$ cat src/rtl/rxbw_pkg.sv
package rxbw_pkg;
  typedef enum logic [1:0] {
    ST_IDLE   = 2'd0,
    ST_WAIT   = 2'd1,
    ST_STAB   = 2'd2,
    ST_SETTLE = 2'd3
  } sched_st_e;
endpackage

$ cat src/rtl/rxbw_qual.sv
module rxbw_qual #(
  parameter int LVL_W   = 2,
  parameter int NUM_LVL = 3
) (
  input  logic             clk_i,
  input  logic             rst_ni,
  input  logic             frame_i,
  input  logic             ok_i,
  input  logic [LVL_W-1:0] lvl_i,
  output logic             pair_o,
  output logic [LVL_W-1:0] pair_lvl_o
);
  localparam logic [LVL_W-1:0] MAX_LVL = LVL_W'(NUM_LVL - 1);

  logic             cur_ok;
  logic             prev_ok_q;
  logic [LVL_W-1:0] prev_lvl_q;

  assign cur_ok     = ok_i && (lvl_i <= MAX_LVL);
  assign pair_o     = frame_i && cur_ok && prev_ok_q && (lvl_i == prev_lvl_q);
  assign pair_lvl_o = lvl_i;

  always_ff @(posedge clk_i or negedge rst_ni) begin
    if (!rst_ni) begin
      prev_ok_q  <= 1'b0;
      prev_lvl_q <= '0;
    end else if (frame_i) begin
      prev_ok_q  <= cur_ok;
      prev_lvl_q <= lvl_i;
    end
  end
endmodule

$ cat src/rtl/rxbw_win.sv
module rxbw_win #(
  parameter int WIN_W = 4
) (
  input  logic             clk_i,
  input  logic             rst_ni,
  input  logic             frame_i,
  input  logic [WIN_W-1:0] win_len_i,
  output logic             bound_o
);
  logic [WIN_W-1:0] cnt_q;
  logic [WIN_W-1:0] last;
  logic             at_last;

  assign last    = (win_len_i == '0) ? '0 : win_len_i - WIN_W'(1);
  assign at_last = (cnt_q >= last);
  assign bound_o = frame_i && at_last;

  always_ff @(posedge clk_i or negedge rst_ni) begin
    if (!rst_ni)      cnt_q <= '0;
    else if (frame_i) cnt_q <= at_last ? '0 : cnt_q + WIN_W'(1);
  end
endmodule

$ cat src/rtl/rxbw_sched.sv
module rxbw_sched
  import rxbw_pkg::*;
#(
  parameter int LVL_W  = 2,
  parameter int STAB_W = 4
) (
  input  logic              clk_i,
  input  logic              rst_ni,
  input  logic              frame_i,
  input  logic              pair_i,
  input  logic [LVL_W-1:0]  pair_lvl_i,
  input  logic              bound_i,
  input  logic [STAB_W-1:0] stab_len_i,
  output logic [LVL_W-1:0]  cur_lvl_o,
  output logic [LVL_W-1:0]  mask_lvl_o
);
  sched_st_e         st_q;
  logic [LVL_W-1:0]  cur_q, pend_q;
  logic [STAB_W-1:0] stab_q;
  logic              switching;

  always_ff @(posedge clk_i or negedge rst_ni) begin
    if (!rst_ni) begin
      st_q   <= ST_IDLE;
      cur_q  <= '0;
      pend_q <= '0;
      stab_q <= '0;
    end else if (frame_i) begin
      unique case (st_q)
        ST_IDLE: if (pair_i && (pair_lvl_i != cur_q)) begin
          pend_q <= pair_lvl_i;
          st_q   <= ST_WAIT;
        end
        ST_WAIT: if (bound_i) begin
          stab_q <= stab_len_i;
          st_q   <= (stab_len_i == '0) ? ST_SETTLE : ST_STAB;
        end
        ST_STAB: begin
          stab_q <= stab_q - STAB_W'(1);
          if (stab_q == STAB_W'(1)) st_q <= ST_SETTLE;
        end
        ST_SETTLE: begin
          cur_q <= pend_q;
          st_q  <= ST_IDLE;
        end
        default: st_q <= ST_IDLE;
      endcase
    end
  end

  // nested masks: union is the mask of the wider level
  assign switching  = (st_q == ST_STAB) || (st_q == ST_SETTLE);
  assign cur_lvl_o  = cur_q;
  assign mask_lvl_o = (switching && (pend_q < cur_q)) ? pend_q : cur_q;
endmodule

$ cat src/rtl/rxbw_mask.sv
module rxbw_mask #(
  parameter int LVL_W  = 2,
  parameter int N_ADC  = 4,
  parameter int N_PROC = 8
) (
  input  logic [LVL_W-1:0]  lvl_i,
  output logic [N_ADC-1:0]  adc_en_o,
  output logic [N_PROC-1:0] proc_en_o
);
  logic [31:0] phase_mask;
  logic [31:0] proc_cnt;

  assign phase_mask = (32'd1 << lvl_i) - 32'd1;
  assign proc_cnt   = 32'(N_PROC) >> lvl_i;

  for (genvar g = 0; g < N_ADC; g++) begin : g_adc
    // keep active converters evenly spread in phase
    assign adc_en_o[g] = ((32'(g) & phase_mask) == 32'd0);
  end

  for (genvar g = 0; g < N_PROC; g++) begin : g_proc
    assign proc_en_o[g] = (32'(g) < proc_cnt);
  end
endmodule

$ cat src/rtl/rxbw_track.sv
module rxbw_track #(
  parameter  int N_ADC   = 4,
  parameter  int N_PROC  = 8,
  parameter  int WIN_W   = 4,
  parameter  int STAB_W  = 4,
  localparam int NUM_LVL = $clog2(N_ADC) + 1,
  localparam int LVL_W   = (NUM_LVL > 1) ? $clog2(NUM_LVL) : 1
) (
  input  logic              clk_i,
  input  logic              rst_ni,
  input  logic              frame_i,
  input  logic              ctrl_ok_i,
  input  logic [LVL_W-1:0]  ctrl_lvl_i,
  input  logic [WIN_W-1:0]  win_len_i,
  input  logic [STAB_W-1:0] stab_len_i,
  output logic [LVL_W-1:0]  rate_lvl_o,
  output logic [N_ADC-1:0]  adc_en_o,
  output logic [N_PROC-1:0] proc_en_o
);
  logic             pair;
  logic [LVL_W-1:0] pair_lvl;
  logic             bound;
  logic [LVL_W-1:0] mask_lvl;

  rxbw_qual #(.LVL_W(LVL_W), .NUM_LVL(NUM_LVL)) u_qual (
    .clk_i      (clk_i),
    .rst_ni     (rst_ni),
    .frame_i    (frame_i),
    .ok_i       (ctrl_ok_i),
    .lvl_i      (ctrl_lvl_i),
    .pair_o     (pair),
    .pair_lvl_o (pair_lvl)
  );

  rxbw_win #(.WIN_W(WIN_W)) u_win (
    .clk_i     (clk_i),
    .rst_ni    (rst_ni),
    .frame_i   (frame_i),
    .win_len_i (win_len_i),
    .bound_o   (bound)
  );

  rxbw_sched #(.LVL_W(LVL_W), .STAB_W(STAB_W)) u_sched (
    .clk_i      (clk_i),
    .rst_ni     (rst_ni),
    .frame_i    (frame_i),
    .pair_i     (pair),
    .pair_lvl_i (pair_lvl),
    .bound_i    (bound),
    .stab_len_i (stab_len_i),
    .cur_lvl_o  (rate_lvl_o),
    .mask_lvl_o (mask_lvl)
  );

  rxbw_mask #(.LVL_W(LVL_W), .N_ADC(N_ADC), .N_PROC(N_PROC)) u_mask (
    .lvl_i     (mask_lvl),
    .adc_en_o  (adc_en_o),
    .proc_en_o (proc_en_o)
  );
endmodule

$ cat config.mk
export PLATFORM = sky130hd
export DESIGN_NAME = rxbw_track
export DESIGN_NICKNAME = d
export VERILOG_FILES = /design/src/rtl/rxbw_pkg.sv /design/src/rtl/rxbw_qual.sv /design/src/rtl/rxbw_win.sv /design/src/rtl/rxbw_sched.sv /design/src/rtl/rxbw_mask.sv /design/src/rtl/rxbw_track.sv
export SDC_FILE = /design/constraint.sdc
export NUM_CORES = 1
export LEC_CHECK = 0
export BUFFER_PORTS_ARGS = -buffer_cell sky130_fd_sc_hd__buf_2
export CAP_MARGIN = 25
export CORE_ASPECT_RATIO = 2
export CORE_UTILIZATION = 35
export CTS_CLUSTER_SIZE = 40
export DETAILED_ROUTE_END_ITERATION = 6
export GPL_TIMING_DRIVEN = 0
export PLACE_DENSITY = 0.6
export SETUP_SLACK_MARGIN = 0.02
export SLEW_MARGIN = 10
export SYNTH_ARGS = -nofsm -noshare
export SYNTH_HDL_FRONTEND = slang
export SYNTH_SLANG_ARGS = --single-unit
$ cat constraint.sdc
create_clock -name clk_i -period 3.1 [get_ports clk_i]
set_clock_uncertainty 0.2 [all_clocks]
set_input_delay 0.62 -clock clk_i [delete_from_list [all_inputs] [get_ports clk_i]]
set_output_delay 0.62 -clock clk_i [all_outputs]
set_load 0.1 [all_outputs]
==> flow_summary.yaml, run 1 <==
run_status:
  status: "finished, final reports clean"
sta:
  maxSlewViolCount: 0
  hold_violations: 0
  fin_crit_ns: 2.970
  finalSetupViolCount: 0
  rsz0062_at_grt: "false"
  fmax_ghz: 0.3367
  min_period_over_period: 0.9581
setup_path:
  crit_type: "reg2out"
  critPathCaptureType: "output pin"
  reg2reg_depth: 7
  critPathLaunchType: "flip-flop"
  path_max_fanout: 5
  crit_arrival_ns: 2.15
  cp.required_ns: 2.28
hold_path:
  worstHoldPathType: "in2async"
routing:
  topRoutingLayerUsed: "met4"
  drt-initial-drc-count: 12
  wl_met1_um: 1036
  viasPerCell: 5.195
  wl_um: 2855
  vias: 1174
  wl_met3_um: 78
  met2_length_um: 1664
  first_pass_iters: 4
  antenna_left: 0
  drc: 0
  wl_per_cell_um: 12.63
floorplan:
  die_h_um: 88.02
  initial_core_util: 0.3750
  rows: 30
  coreArea_um2: 3453
  io_pins: 28
  dieArea_um2: 3962
  die_w_um: 45.01
synthesis:
  synth_edf_count: 0
  synth-seq-area-share: 0.3285
  synth_seq_cells: 17
  synth_cell_types: 42
  netlist_area_um2: 1295
  synth_flop_cell: "dfrtp_1"
  yosys_warnings: 0
  syn_inst: 146
  synthArstFlopShare: 1.000
  synth.avg_cell_area_um2: 8.870
place:
  dpl.hpwl_um: 2344
  placed_cells: 220
  place_congestion: 0.8703
  io_buffers: 25
cts:
  cts_made_buffers: 3
  clockRootBuffer: "clkbuf_8"
  cts_tree: "done"
  worstSkewPairLatency_ns: 0.25
  htree_levels: 1
  path_clk_slew_ns: 0.07
  cts_hold_repair.buffers: 0
  clk_path_buf_depth: 2
  clock-sinks: 17
finish:
  seq_area_um2: 431.7
  stdcell_count: 226
  multiInputGateArea_um2: 803.3
  final_common_cell: "buf_2"
  fillers: 341
  area_growth_pct: 35.85
  post-route-util: 0.5094
  diodes: 0
  mostFrequentLayoutCells: "buf_2 (19), dfrtp_1 (14), nand2_1 (13)"
  nNetsFinal: 205
  drive_above_1_share: 0.3427
global_routing:
  grt-ovfl-total: 0
  antenna_found_initial: 0
  grt_max_degree: 18
  grt_pass1_vias: 1108
  grt_pass1_wl_um: 4878
  grt_usage: 0.1647
run:
  drv_cap: 0
-- synth_stat cells, types with 3 or more instances --
| cell type | instances | area share |
|---|---|---|
| nor2_1 | 6 | 0.017 |
| nand2_1 | 13 | 0.038 |
| a21oi_1 | 7 | 0.027 |
| ha_1 | 12 | 0.12 |
| nand2b_1 | 5 | 0.024 |
| o21ai_0 | 6 | 0.023 |
| nand3_1 | 6 | 0.023 |
| nor3_1 | 4 | 0.015 |
| clkbuf_1 | 3 | 0.0087 |
| buf_4 | 9 | 0.052 |
| mux2_1 | 3 | 0.026 |
| dfrtp_1 | 17 | 0.33 |
| mux2_2 | 4 | 0.035 |
| inv_1 | 12 | 0.035 |
| o31ai_1 | 3 | 0.017 |
| o211ai_1 | 3 | 0.017 |
-- cells by family (layout without fill, tap and decap cells) --
group,Yosys count,in the layout,synth area share
flops,17,17,0.3285
compound gates,33,33,0.1672
simple gates,48,48,0.2000
xor+xnor,2,2,0.01353
buf+inv,24,55,0.09565
other cells,1,2,0.002896
fa+ha+maj,12,12,0.1159
mux,9,9,0.07632
-- routing by layer --
layer  up-vias  track usage
li1        571            -
met1       566       0.1637
met2        31       0.3149
met3         6      0.02062
met4         0      0.07713
met5         -            0
-- worst max-delay path: stages (launching register included) --
cell	delay, ns
dfrtp_4	0.51
inv_4	0.08
ha_4	0.20
a211oi_4	0.29
buf_4	0.17
a21oi_4	0.06
or2_2	0.30
buf_2	0.29
-- final timing paths --
kind	start	endpoint	slack, ns
min reg2reg	u_win.cnt_q[3]	u_win.cnt_q[3]	0.32
max	u_sched.cur_lvl_o[1]	proc_en_o[1]	0.13
max reg2reg	u_win.cnt_q[0]	u_sched.stab_q[3]	0.92
max in group asynchronous	rst_ni	u_sched.cur_lvl_o[1]	2.30
min	rst_ni	u_sched.stab_q[2]	0.08
min in group clk_i	u_win.cnt_q[3]	u_win.cnt_q[3]	0.32
-- what timing repair did --
| item | CTS | global route |
|---|---|---|
| endpoints found under the setup margin | 9 | 9 |
| pin swaps | 1 | 2 |
| resized for setup | 15 | 12 |
| buffers inserted | 0 | 2 |
| gates cloned | 0 | 0 |
-- registers in the layout, indices dropped and copies added, names as in the netlist --
register           count
u_qual.prev_ok_q       1
u_sched.cur_lvl_o      2
u_sched.stab_q         4
u_win.cnt_q            4
u_sched.pend_q         2
u_sched.st_q           2
u_qual.prev_lvl_q      2
-- area by class of cell --
cell class	count	area share
multi-input cells	106	0.4566
plain buffers	12	0.08037
repair buffers	27	0.1302
clock buffers	3	0.02347
clock inverters	1	0.002845
flip-flops and latches	17	0.2454
well taps	48	0.03414
inverters	12	0.02703
-- per-stage QoR --
| stage | instance area (um2) | setup slack [ns] | hold slack [ns] | TNS (ns) |
|---|---|---|---|---|
| after floorplan | 1410 | -0.4356 | 0.1244 | -2.741 |
| final | 1759 | 0.1299 | 0.07922 | 0 |
| after CTS | 1688 | 0.02104 | 0.09542 | 0 |
| after global routing | 1759 | 0.03823 | 0.1097 | 0 |
| after global placement | 1595 | 0.05044 | 0.2850 | 0 |
| after detailed placement | 1595 | 0.02427 | 0.3161 | 0 |
Power of run 1 is left out: the tool's default activity adds up to more than one toggle a clock period on the data nets, which glitch-free logic cannot reach.
==> run 2, diff against run 1 <==
--- a/config.mk
+++ b/config.mk
@@ -8,11 +8,11 @@
 export BUFFER_PORTS_ARGS = -buffer_cell sky130_fd_sc_hd__buf_2
 export CAP_MARGIN = 25
 export CORE_ASPECT_RATIO = 2
-export CORE_UTILIZATION = 35
+export CORE_UTILIZATION = 30
 export CTS_CLUSTER_SIZE = 40
 export DETAILED_ROUTE_END_ITERATION = 6
 export GPL_TIMING_DRIVEN = 0
-export PLACE_DENSITY = 0.6
+export PLACE_DENSITY = 0.54
 export SETUP_SLACK_MARGIN = 0.02
 export SLEW_MARGIN = 10
 export SYNTH_ARGS = -nofsm -noshare
==> flow_summary.yaml, run 2 (same netlist as run 1, synthesis figures left out) <==
run_status:
  status: "finished, final reports clean"
floorplan:
  rows: 33
  coreArea_um2: 4129
  io_pins: 28
  dieArea_um2: 4599
  die_h_um: 94.92
  die_w_um: 48.46
  initial_core_util: 0.3136
cts:
  path_clk_slew_ns: 0.07
  clock-sinks: 17
  clk_path_buf_depth: 2
  cts_made_buffers: 3
  htree_levels: 1
  cts_tree: "done"
  worstSkewPairLatency_ns: 0.25
  clockRootBuffer: "clkbuf_8"
  cts_hold_repair.buffers: 0
routing:
  wl_um: 3136
  antenna_left: 0
  viasPerCell: 5.167
  drc: 0
  vias: 1209
  drt-initial-drc-count: 25
  first_pass_iters: 4
  wl_per_cell_um: 13.40
global_routing:
  grtUsageMet1: 0.1354
  busiest_layer: "met2"
  grt-ovfl-total: 0
  grt_usage: 0.1444
  grt_pass1_vias: 1206
  grt.met2_usage: 0.2829
  grt_max_degree: 18
  grt_pass1_wl_um: 5099
  antenna_found_initial: 0
  grt_use_met3: 0.02093
setup_path:
  reg2reg_from: "u_win.cnt_q[3]"
  critPathLaunchType: "flip-flop"
  reg2reg_depth: 6
  critPathCaptureType: "output pin"
  path_max_fanout: 6
  cp.required_ns: 2.28
  crit_arrival_ns: 2.19
  r2r_slack_ns: 0.91
  crit_path_end: "proc_en_o[5]"
  critPathLaunch: "u_sched.cur_lvl_o[1]"
  crit_type: "reg2out"
  reg2reg_to: "u_sched.st_q[1]"
finish:
  fillers: 411
  multiInputGateArea_um2: 793.3
  post-route-util: 0.4306
  drive_above_1_share: 0.3462
  seq_area_um2: 431.7
  top_regs: "u_sched.stab_q (4), u_win.cnt_q (4)"
  mostFrequentLayoutCells: "buf_2 (18), dfrtp_1 (14), nand2_1 (13)"
  diodes: 0
  nNetsFinal: 209
  final_common_cell: "buf_2"
  area_growth_pct: 37.30
sta:
  fin_crit_ns: 3.008
  hold_violations: 0
  hold_slack_ns: 0.09154
  min_period_over_period: 0.9702
  maxSlewViolCount: 0
  rsz0062_at_grt: "true"
  finalSetupViolCount: 0
  setup_tns_ns: 0
  fmax_ghz: 0.3325
  fin_ws_ns: 0.09243
place:
  place_congestion: 0.8467
  io_buffers: 25
  dpl.hpwl_um: 2404
  pre_cts_slack_ns: 0.02883
run:
  drv_cap: 0
hold_path:
  worstHoldPathType: "in2async"
## run 2: cell count changes in the layout (fill, tap and decap cells not counted), sizes merged
| cell | before | now |
|---|---|---|
| clkinv | 1 | 0 |
| buf | 36 | 39 |
| clkbuf | 6 | 8 |
## run 2: how the worst min path moves through the flow
stage	slack [ns]	cells after the start	end	startpoint
floorplan	0.12	0	u_qual.prev_lvl_q[0]	rst_ni
global placement	0.31	1	u_win.cnt_q[3]	u_win.cnt_q[3]
detailed placement	0.30	1	u_win.cnt_q[3]	u_win.cnt_q[3]
CTS	0.11	1	u_sched.stab_q[3]	rst_ni
global route	0.11	1	u_sched.stab_q[3]	rst_ni
finish	0.09	1	u_sched.pend_q[1]	rst_ni
## run 2: final cells by class
cell class / count / share of cell area
multi-input combinational: 106 / 0.4462
sequential: 17 / 0.2428
timing repair buffer: 31 / 0.1429
buffer: 12 / 0.07952
tap: 52 / 0.03659
inverter: 12 / 0.02674
clock buffer: 4 / 0.02533
## run 2: what timing repair did
| action | 4_1_cts | 5_1_grt |
|---|---|---|
| gates resized for setup | 15 | 10 |
| buffers inserted | 0 | 6 |
| pin swaps | 2 | 3 |
| endpoints found under the setup margin | 7 | 9 |
## run 2: layer usage
layer  vias to the layer above  part of all wire
li1                        579                 -
met1                       593              0.38
met2                        31              0.57
met3                         6             0.033
met4                         0             0.018
met5                         -                 0
## run 2: through the flow
stage                     cells  cell area, um2
after floorplan             147            1410
after global placement      224            1600
after detailed placement    224            1600
after CTS                   228            1694
after global routing        234            1778
final                       234            1778
## run 2: worst max-delay path, cell delays in order, from the launching register on
cell,delay [ns]
dfrtp_4,0.50
inv_4,0.07
ha_4,0.19
a211oi_4,0.35
mux2i_1,0.25
and2_4,0.28
buf_12,0.12
buf_12,0.16
Power of run 2 is left out for the same reason.
==> run 3, diff against run 2 <==
--- a/config.mk
+++ b/config.mk
@@ -13,6 +13,7 @@
 export DETAILED_ROUTE_END_ITERATION = 6
 export GPL_TIMING_DRIVEN = 0
 export PLACE_DENSITY = 0.54
+export RECOVER_POWER = 50
 export SETUP_SLACK_MARGIN = 0.02
 export SLEW_MARGIN = 10
 export SYNTH_ARGS = -nofsm -noshare
==> flow_summary.yaml, run 3 (same netlist as run 1, synthesis figures left out) <==
routing:
  met2_length_um: 1794
  wl_met3_um: 103
  vias: 1209
  viasPerCell: 5.167
  drc: 0
  topRoutingLayerUsed: "met4"
  wl_met1_um: 1184
  antenna_left: 0
  wl_um: 3132
  first_pass_iters: 4
  drt-initial-drc-count: 25
  wl_per_cell_um: 13.38
sta:
  tightest_slew_ns: 0.9670
  fmax_ghz: 0.3325
  finalSetupViolCount: 0
  hold_violations: 0
  slew_headroom: 0.3554
  hold_slack_ns: 0.3000
  maxSlewViolCount: 0
  min_period_over_period: 0.9702
  fin_crit_ns: 3.008
  rsz0062_at_grt: "true"
finish:
  diodes: 0
  mostFrequentLayoutCells: "buf_2 (16), dfrtp_1 (14), nand2_1 (13)"
  multiInputGateArea_um2: 793.3
  area_growth_pct: 37.10
  fillers: 411
  nNetsFinal: 209
  final_common_cell: "buf_2"
  top_regs: "u_sched.stab_q (4), u_win.cnt_q (4)"
  seq_area_um2: 431.7
  drive_above_1_share: 0.3352
setup_path:
  critPathLaunchType: "flip-flop"
  cp.required_ns: 2.28
  crit_arrival_ns: 2.19
  critPathTopFamily: "flip-flops"
  cpPeakStageDelay_ns: 0.50
  reg2reg_depth: 6
  critPathCaptureType: "output pin"
  slowest_stage: "dfrtp_4"
  path_max_fanout: 6
  cp.depth: 7
  crit_chain: "inv_4 -> ha_4 -> a211oi_4 -> mux2i_1 -> and2_4 -> buf_12 -> buf_12"
  crit_type: "reg2out"
  crit_top_cell: "buf_12"
  cp.buffers_inverters: 3
global_routing:
  grt_pass1_vias: 1206
  grt_usage: 0.1444
  grt_pass1_wl_um: 5099
  grt_max_degree: 18
  antenna_found_initial: 0
  grt-ovfl-total: 0
cts:
  clockRootBuffer: "clkbuf_8"
  path_clk_slew_ns: 0.07
  cts_made_buffers: 3
  clk_path_buf_depth: 2
  cts_tree: "done"
  clock-sinks: 17
  htree_levels: 1
  worstSkewPairLatency_ns: 0.25
run_status:
  status: "finished, final reports clean"
hold_path:
  worstHoldPathType: "in2async"
floorplan:
  initial_core_util: 0.3136
  dieArea_um2: 4599
  die_h_um: 94.92
  coreArea_um2: 4129
  die_w_um: 48.46
  io_pins: 28
  rows: 33
place:
  dpl.hpwl_um: 2404
  place_congestion: 0.8467
  io_buffers: 25
run:
  drv_cap: 0
## run 3: cell count changes in the layout (fill, tap and decap cells not counted)
cell and change:
buf_2 -2, clkbuf_1 +2
## run 3: cell type report
type,instances,share of cell area
clock buffers,4,0.02537
plain buffers,12,0.07963
multi-input cells,106,0.4468
repair buffers,31,0.1416
well taps,52,0.03665
flip-flops and latches,17,0.2431
inverters,12,0.02678
## run 3: metal layers
metal | GRT usage | vias up
li1 | - | 579
met1 | 0.1354 | 595
met2 | 0.2829 | 31
met3 | 0.02093 | 4
met4 | 0.09559 | 0
met5 | 0 | -
## run 3: worst paths after layout
| path | slack (ns) | from | endpoint |
|---|---|---|---|
| min in group clk_i | 0.33 | u_win.cnt_q[3] | u_win.cnt_q[3] |
| max reg2reg | 0.91 | u_win.cnt_q[3] | u_sched.st_q[1] |
| max | 0.09 | u_sched.cur_lvl_o[1] | proc_en_o[5] |
| min | 0.30 | rst_ni | u_sched.pend_q[1] |
| min reg2reg | 0.33 | u_win.cnt_q[3] | u_win.cnt_q[3] |
| max in group asynchronous | 1.71 | rst_ni | u_sched.cur_lvl_o[1] |
## run 3: timing repair
action,in CTS,in global routing
hold buffers,0,0
buffers inserted,0,6
pin swaps,2,3
setup endpoints to repair,7,9
resized for setup,15,10
## run 3: through the flow
step	worst slack, ns	cell area [um2]	instances	util	TNS (ns)
after floorplan	-0.4356	1410	147	-	-2.741
after global placement	0.04833	1600	224	0.3876	0
after detailed placement	0.02883	1600	224	0.3876	0
after CTS	0.002934	1694	228	0.4103	0
after global routing	-0.04295	1775	234	0.4300	-0.2131
final	0.09236	1775	234	0.4300	0
Power of run 3 is left out for the same reason.
